===== config.mk =====
export PLATFORM = sky130hd
export DESIGN_NAME = refclk_gate_bank
export DESIGN_NICKNAME = d
export VERILOG_FILES = /design/src/rtl/refclk_gate_pkg.sv /design/src/rtl/rcg_neg_sync.sv /design/src/rtl/rcg_gate_cell.sv /design/src/rtl/refclk_gate_bank.sv
export SDC_FILE = /design/constraint.sdc
export NUM_CORES = 1
export LEC_CHECK = 0
export ABC_AREA = 1
export BUFFER_PORTS_ARGS = -buffer_cell sky130_fd_sc_hd__buf_2
export CAP_MARGIN = 20
export CORE_AREA = 2 2 39 41
export DETAILED_ROUTE_END_ITERATION = 8
export DIE_AREA = 0 0 41 43
export PLACE_DENSITY = 0.63
export SLEW_MARGIN = 30
export SYNTH_ARGS = -nofsm -noshare
export SYNTH_HDL_FRONTEND = slang
export SYNTH_SLANG_ARGS = --single-unit

===== constraint.sdc =====
create_clock -name ref_clk -period 0.8 [get_ports ref_clk]
set_input_delay 0.16 -clock ref_clk [delete_from_list [all_inputs] [get_ports ref_clk]]
set_output_delay 0.16 -clock ref_clk [all_outputs]
set_load 0.005 [all_outputs]

===== src/rtl/refclk_gate_pkg.sv =====
package refclk_gate_pkg;
   localparam int unsigned RCG_MIN_LATENCY = 2;
   localparam int unsigned RCG_MAX_LATENCY = 6;

   // Cycles from enable change (after rising edge E0) to first output rise.
   function automatic int unsigned pin_latency(input int unsigned stages);
      return stages + 1;
   endfunction

   function automatic int unsigned reg_latency(input bit retime);
      return retime ? 2 : 1;
   endfunction
endpackage


===== src/rtl/rcg_neg_sync.sv =====
module rcg_neg_sync #(
   parameter int unsigned STAGES = 2
) (
   input  logic ref_clk,
   input  logic rst_n,
   input  logic d,
   output logic q
);
   logic [STAGES-1:0] chain_q;

   always_ff @(negedge ref_clk or negedge rst_n) begin
      if (!rst_n) chain_q <= '0;
      else        chain_q <= {chain_q[STAGES-2:0], d};
   end

   assign q = chain_q[STAGES-1];
endmodule


===== src/rtl/rcg_gate_cell.sv =====
module rcg_gate_cell #(
   parameter bit REG_RETIME = 1'b1
) (
   input  logic ref_clk,
   input  logic rst_n,
   input  logic pin_ok,
   input  logic reg_ok,
   output logic clk_o,
   output logic open_o
);
   logic reg_path;
   logic gate_q;

   generate
      if (REG_RETIME) begin : g_retime
         logic reg_q;
         always_ff @(negedge ref_clk or negedge rst_n) begin
            if (!rst_n) reg_q <= 1'b0;
            else        reg_q <= reg_ok;
         end
         assign reg_path = reg_q;
      end else begin : g_direct
         assign reg_path = reg_ok;
      end
   endgenerate

   // Gate flop moves only on the falling edge, i.e. while the clock is low.
   always_ff @(negedge ref_clk or negedge rst_n) begin
      if (!rst_n) gate_q <= 1'b0;
      else        gate_q <= pin_ok & reg_path;
   end

   assign clk_o  = ref_clk & gate_q;
   assign open_o = gate_q;
endmodule


===== src/rtl/refclk_gate_bank.sv =====
module refclk_gate_bank
   import refclk_gate_pkg::*;
#(
   parameter int unsigned NUM_OUT     = 4,
   parameter int unsigned SYNC_STAGES = 2,
   parameter bit          REG_RETIME  = 1'b1
) (
   input  logic               ref_clk,
   input  logic               rst_n,
   input  logic [NUM_OUT-1:0] pin_en,
   input  logic [NUM_OUT-1:0] reg_en,
   output logic [NUM_OUT-1:0] clk_out,
   output logic [NUM_OUT-1:0] running
);
   localparam int unsigned PIN_LAT = pin_latency(SYNC_STAGES);
   localparam int unsigned REG_LAT = reg_latency(REG_RETIME);

   generate
      if (NUM_OUT < 1) begin : g_bad_outs
         $error("refclk_gate_bank: NUM_OUT must be at least 1");
      end
      if (SYNC_STAGES < 2) begin : g_bad_sync
         $error("refclk_gate_bank: SYNC_STAGES must be at least 2");
      end
      if (PIN_LAT > RCG_MAX_LATENCY || PIN_LAT < RCG_MIN_LATENCY) begin : g_bad_pin_lat
         $error("refclk_gate_bank: pin restart latency outside window");
      end
      if (REG_LAT < RCG_MIN_LATENCY) begin : g_bad_reg_lat
         $error("refclk_gate_bank: register restart latency below window");
      end

      for (genvar g = 0; g < NUM_OUT; g++) begin : g_out
         logic pin_sync;

         rcg_neg_sync #(.STAGES(SYNC_STAGES)) u_sync (
            .ref_clk (ref_clk),
            .rst_n   (rst_n),
            .d       (pin_en[g]),
            .q       (pin_sync)
         );

         rcg_gate_cell #(.REG_RETIME(REG_RETIME)) u_cell (
            .ref_clk (ref_clk),
            .rst_n   (rst_n),
            .pin_ok  (pin_sync),
            .reg_ok  (reg_en[g]),
            .clk_o   (clk_out[g]),
            .open_o  (running[g])
         );
      end
   endgenerate
endmodule


### After elaboration in Yosys (flattened, before gate mapping)

Index checks and enable logic that the tools add are counted.

* output and inout bits: 8
* memories kept: 0
* memory bits (writable): 0
* memory bits (read-only): 0
* latch bits: 0
* flip-flop bits (word level): 16
* bits of input ports: 10
* word-level logic and storage cells: 20

* mux-type cells: 0
* reductions and logical operators: 0
* multipliers: 0
* div/mod/pow operators: 0
* bitwise gates (word level): 8
* shift operators: 0
* add/subtract/negate cells: 0
* magnitude comparators: 0
* equal/unequal tests: 0

Operators with widths (count)
* 1-bit bitwise AND: 8

### Longest topological paths before layout

* word-level depth: 1
* gate-level depth with buffers: 3
* depth with buffers taken out: 2

### Cells and area by module

A second synthesis with hierarchy kept.

* cells, all modules: 32
* area, all modules: 460.4 µm²

By module, submodules not included
* rcg_gate_cell: sequential area each 50.0 µm², cells an instance 6, area an instance 65.1 µm², instances 4
* rcg_neg_sync: sequential area each 50.0 µm², cells an instance 2, area an instance 50.0 µm², instances 4

==> summary.txt <==
Outcome
  – Status: finished with violations
  – Failing checks: setup timing

Power and ir drop
  – Switching share of power: 23.36%
  – Reg power frac: 46.1%
  – Total leakage power: approximately 0.39 nW
  – Combinational share of power: 3.0%
  – Worst ir drop on vdd: 0.001502 V
  – Internal power: 1.443 mW
  – P_sw: 0.4398 mW
  – Total power: 1.882 mW
  – Clock share of power: 50.9%
  – Power Density: 2933 nW/um^2

STA
  – RSZ-0062 raised after global routing: yes
  – Slew at the pin closest to its max-slew limit: 0.3346 ns
  – Final hold vios: 0
  – Final setup fails: 12
  – Worst Setup Slack, final: -0.7638 ns
  – Setup Skew: around 0.0016 ns
  – Setup TNS: -5.733 ns
  – Count of pins over their slew limit: 0
  – Slew HR: 77.70%

Cells and area
  – Design area: 641.9 um^2
  – Area delta synth->final: 23.32%
  – FILL cells: 131
  – Most frequent cells in the layout: 17 x buf_2, 16 x dfrtn_1, 8 x nand2_1, 8 x inv_1, 7 x clkbuf_4
  – FF+latch area: 400.4 um^2
  – Final net count: ~70
  – Antenna diode count: 0
  – End-of-flow core utilization: 46.38%
  – Layout cells sized above 1: 43.10%
  – Commonest non-fill, non-tap cell in the layout: buf_2
  – Multi-input logic area: approximately 30 um^2

CTS
  – Post-CTS setup buffers: 0
  – Clock transition at path regs: 0.06 ns
  – CTS tree: yes
  – Post-cts resize count: 0
  – Clock Latency Late Sink: a little over 0.4 ns

Floorplanning
  – I/O pin cnt: 18
  – Core outline area: between 1000 and 1500 um^2
  – Die ar.: 1763 um^2
  – Starting Density: 37.61%
  – Die width: 41 um
  – Die Height: 43 um
  – Site Rows: 14

Synthesis
  – Area leader, netlist: dfrtn_1
  – Top cells by area, synth: dfrtn_1 77%, buf_4 12%, inv_1 5.8%, nand2_1 5.8%
  – Sequential fraction of the synthesis area: 76.92%
  – Avg Inst Size Synth: ~13 um^2
  – Syn_nets: 50
  – Post-Syn Instances: 40
  – Netlist cell types: 4
  – #FFs+latches synth: 16
  – Synth top area share: roughly three quarters
  – Cell Area, Synth: 520.5 um^2
  – Warnings, synthesis: 0

Detailed routing
  – DR vias/cell: just over 4
  – 1st-iter DRT viols: 2
  – Wire per inst: 9.311 um
  – Routed Antenna Nets: 0
  – Vias: 302
  – Routed WL: between 600 and 700 um
  – Pre-antenna DRT Iters: 2
  – DRC viols: 0

Placed design
  – HPWL after DPL: around 410 um
  – Dpl cell area: around 570 um^2
  – Final GP Congestion: 0.5675
  – # port buffers: 17

Worst setup path
  – Worst path arrival time: 1.40 ns
  – Crit path kind: flop to output port
  – CP endpoint kind: output port
  – Startpoint types: flop
  – Crit Path Max Fanout: 2
  – FF-to-FF path depth: 2
  – Worst EP required: 0.64 ns

Global route
  – GRT overflow: 0
  – Largest net degree at the start of global routing: 17
  – First-pass GRT wire length: 1.124 mm
  – Vias in the first global route: 352
  – GRT Resource Usage Total: 13.22%
  – Initial antenna violation count: 0

Min path
  – Hold depth: 1
  – Worst min-delay path class: input pin to flop

Flow run
  – MaxCap Viol Count: 0
==> per-stage QoR <==
stage                     setup WS (ns)  hold WS, ns  std cells
final                           -0.7638       0.1365         74
after detailed placement        -0.3315       0.3059         65
after CTS                       -0.7955       0.1241         74
after global routing            -0.8895       0.1011         74
after floorplan                 -0.3174       0.1558         40
after global placement          -0.3078       0.2919         65
==> worst paths after layout <==
| kind | startpoint | end | slack (ns) |
|---|---|---|---|
| min | reg_en[3] | g_out[3].u_cell.g_retime.reg_q | 0.14 |
| min reg2reg | g_out[0].u_sync.chain_q[0] | g_out[0].u_sync.chain_q[1] | 0.30 |
| max reg2reg | g_out[2].u_sync.chain_q[1] | g_out[2].u_cell.open_o | 0.24 |
| max in group asynchronous | rst_n | g_out[1].u_cell.open_o | 0.05 |
| min in group asynchronous | rst_n | g_out[1].u_sync.chain_q[0] | 0.47 |
| max | g_out[3].u_cell.open_o | clk_out[3] | -0.76 |
==> timing repair <==
| action | 4_1_cts | 5_1_grt |
|---|---|---|
| hold endpoints to repair | 16 | 0 |
| cloned | 0 | 0 |
| setup endpoints to repair | 12 | 12 |
| hold buffers | 1 | 0 |
==> cell usage after synthesis, drive strengths merged <==
library cell and instances:
buf 8, dfrtn 16, inv 8, nand2 8
==> registers in the layout, indices dropped and copies added (netlist names) <==
register and count:
g_out.u_cell.g_retime.reg_q 4, g_out.u_cell.open_o 4, g_out.u_sync.chain_q 8
==> worst max-delay path, cell delays in order, from the launching register on <==
cell	delay, ns
dfrtn_1	0.41
nand2_1	0.05
inv_1	0.04
buf_2	0.10
==> kinds of logic after synthesis <==
kind of cell / count (synthesis) / share of synthesized area, %
buffers and inverters: 16 / 17.31
and+or+nand+nor: 8 / 5.769
DFF: 16 / 76.92
==> final cells by class <==
class,instances,share of cell area (%)
Timing Repair Buffer,14,11.70
Tap cell,16,3.119
Sequential cell,16,62.38
Inverter,4,2.339
Clock inverter,4,2.339
Clock buffer,12,13.45
Multi-Input combinational cell,8,4.678
==> layer usage <==
| layer | track usage, % | up-vias | part of all wire (%) |
|---|---|---|---|
| met1 | 6.360 | 138 | 34 |
| li1 | - | 139 | - |
| met2 | 12.19 | 18 | 46 |
| met4 | 28.67 | 0 | 8.9 |
| met5 | 0 | - | 0 |
| met3 | 14.66 | 7 | 11 |
==> power groups by stage <==
| stage | Sequential, mW | Clock, mW | Combinational, mW |
|---|---|---|---|
| finish | 0.868 | 0.957 | 0.0569 |
| global route | 0.872 | 1.10 | 0.0665 |
| CTS | 0.869 | 1.00 | 0.0595 |
| detailed placement | 0.884 | 0.101 | 0.0555 |
| global placement | 0.881 | 0.101 | 0.0534 |
| floorplan | 0.881 | 0.133 | 0.0230 |
No activity file was read; power rests on OpenSTA's default activity.
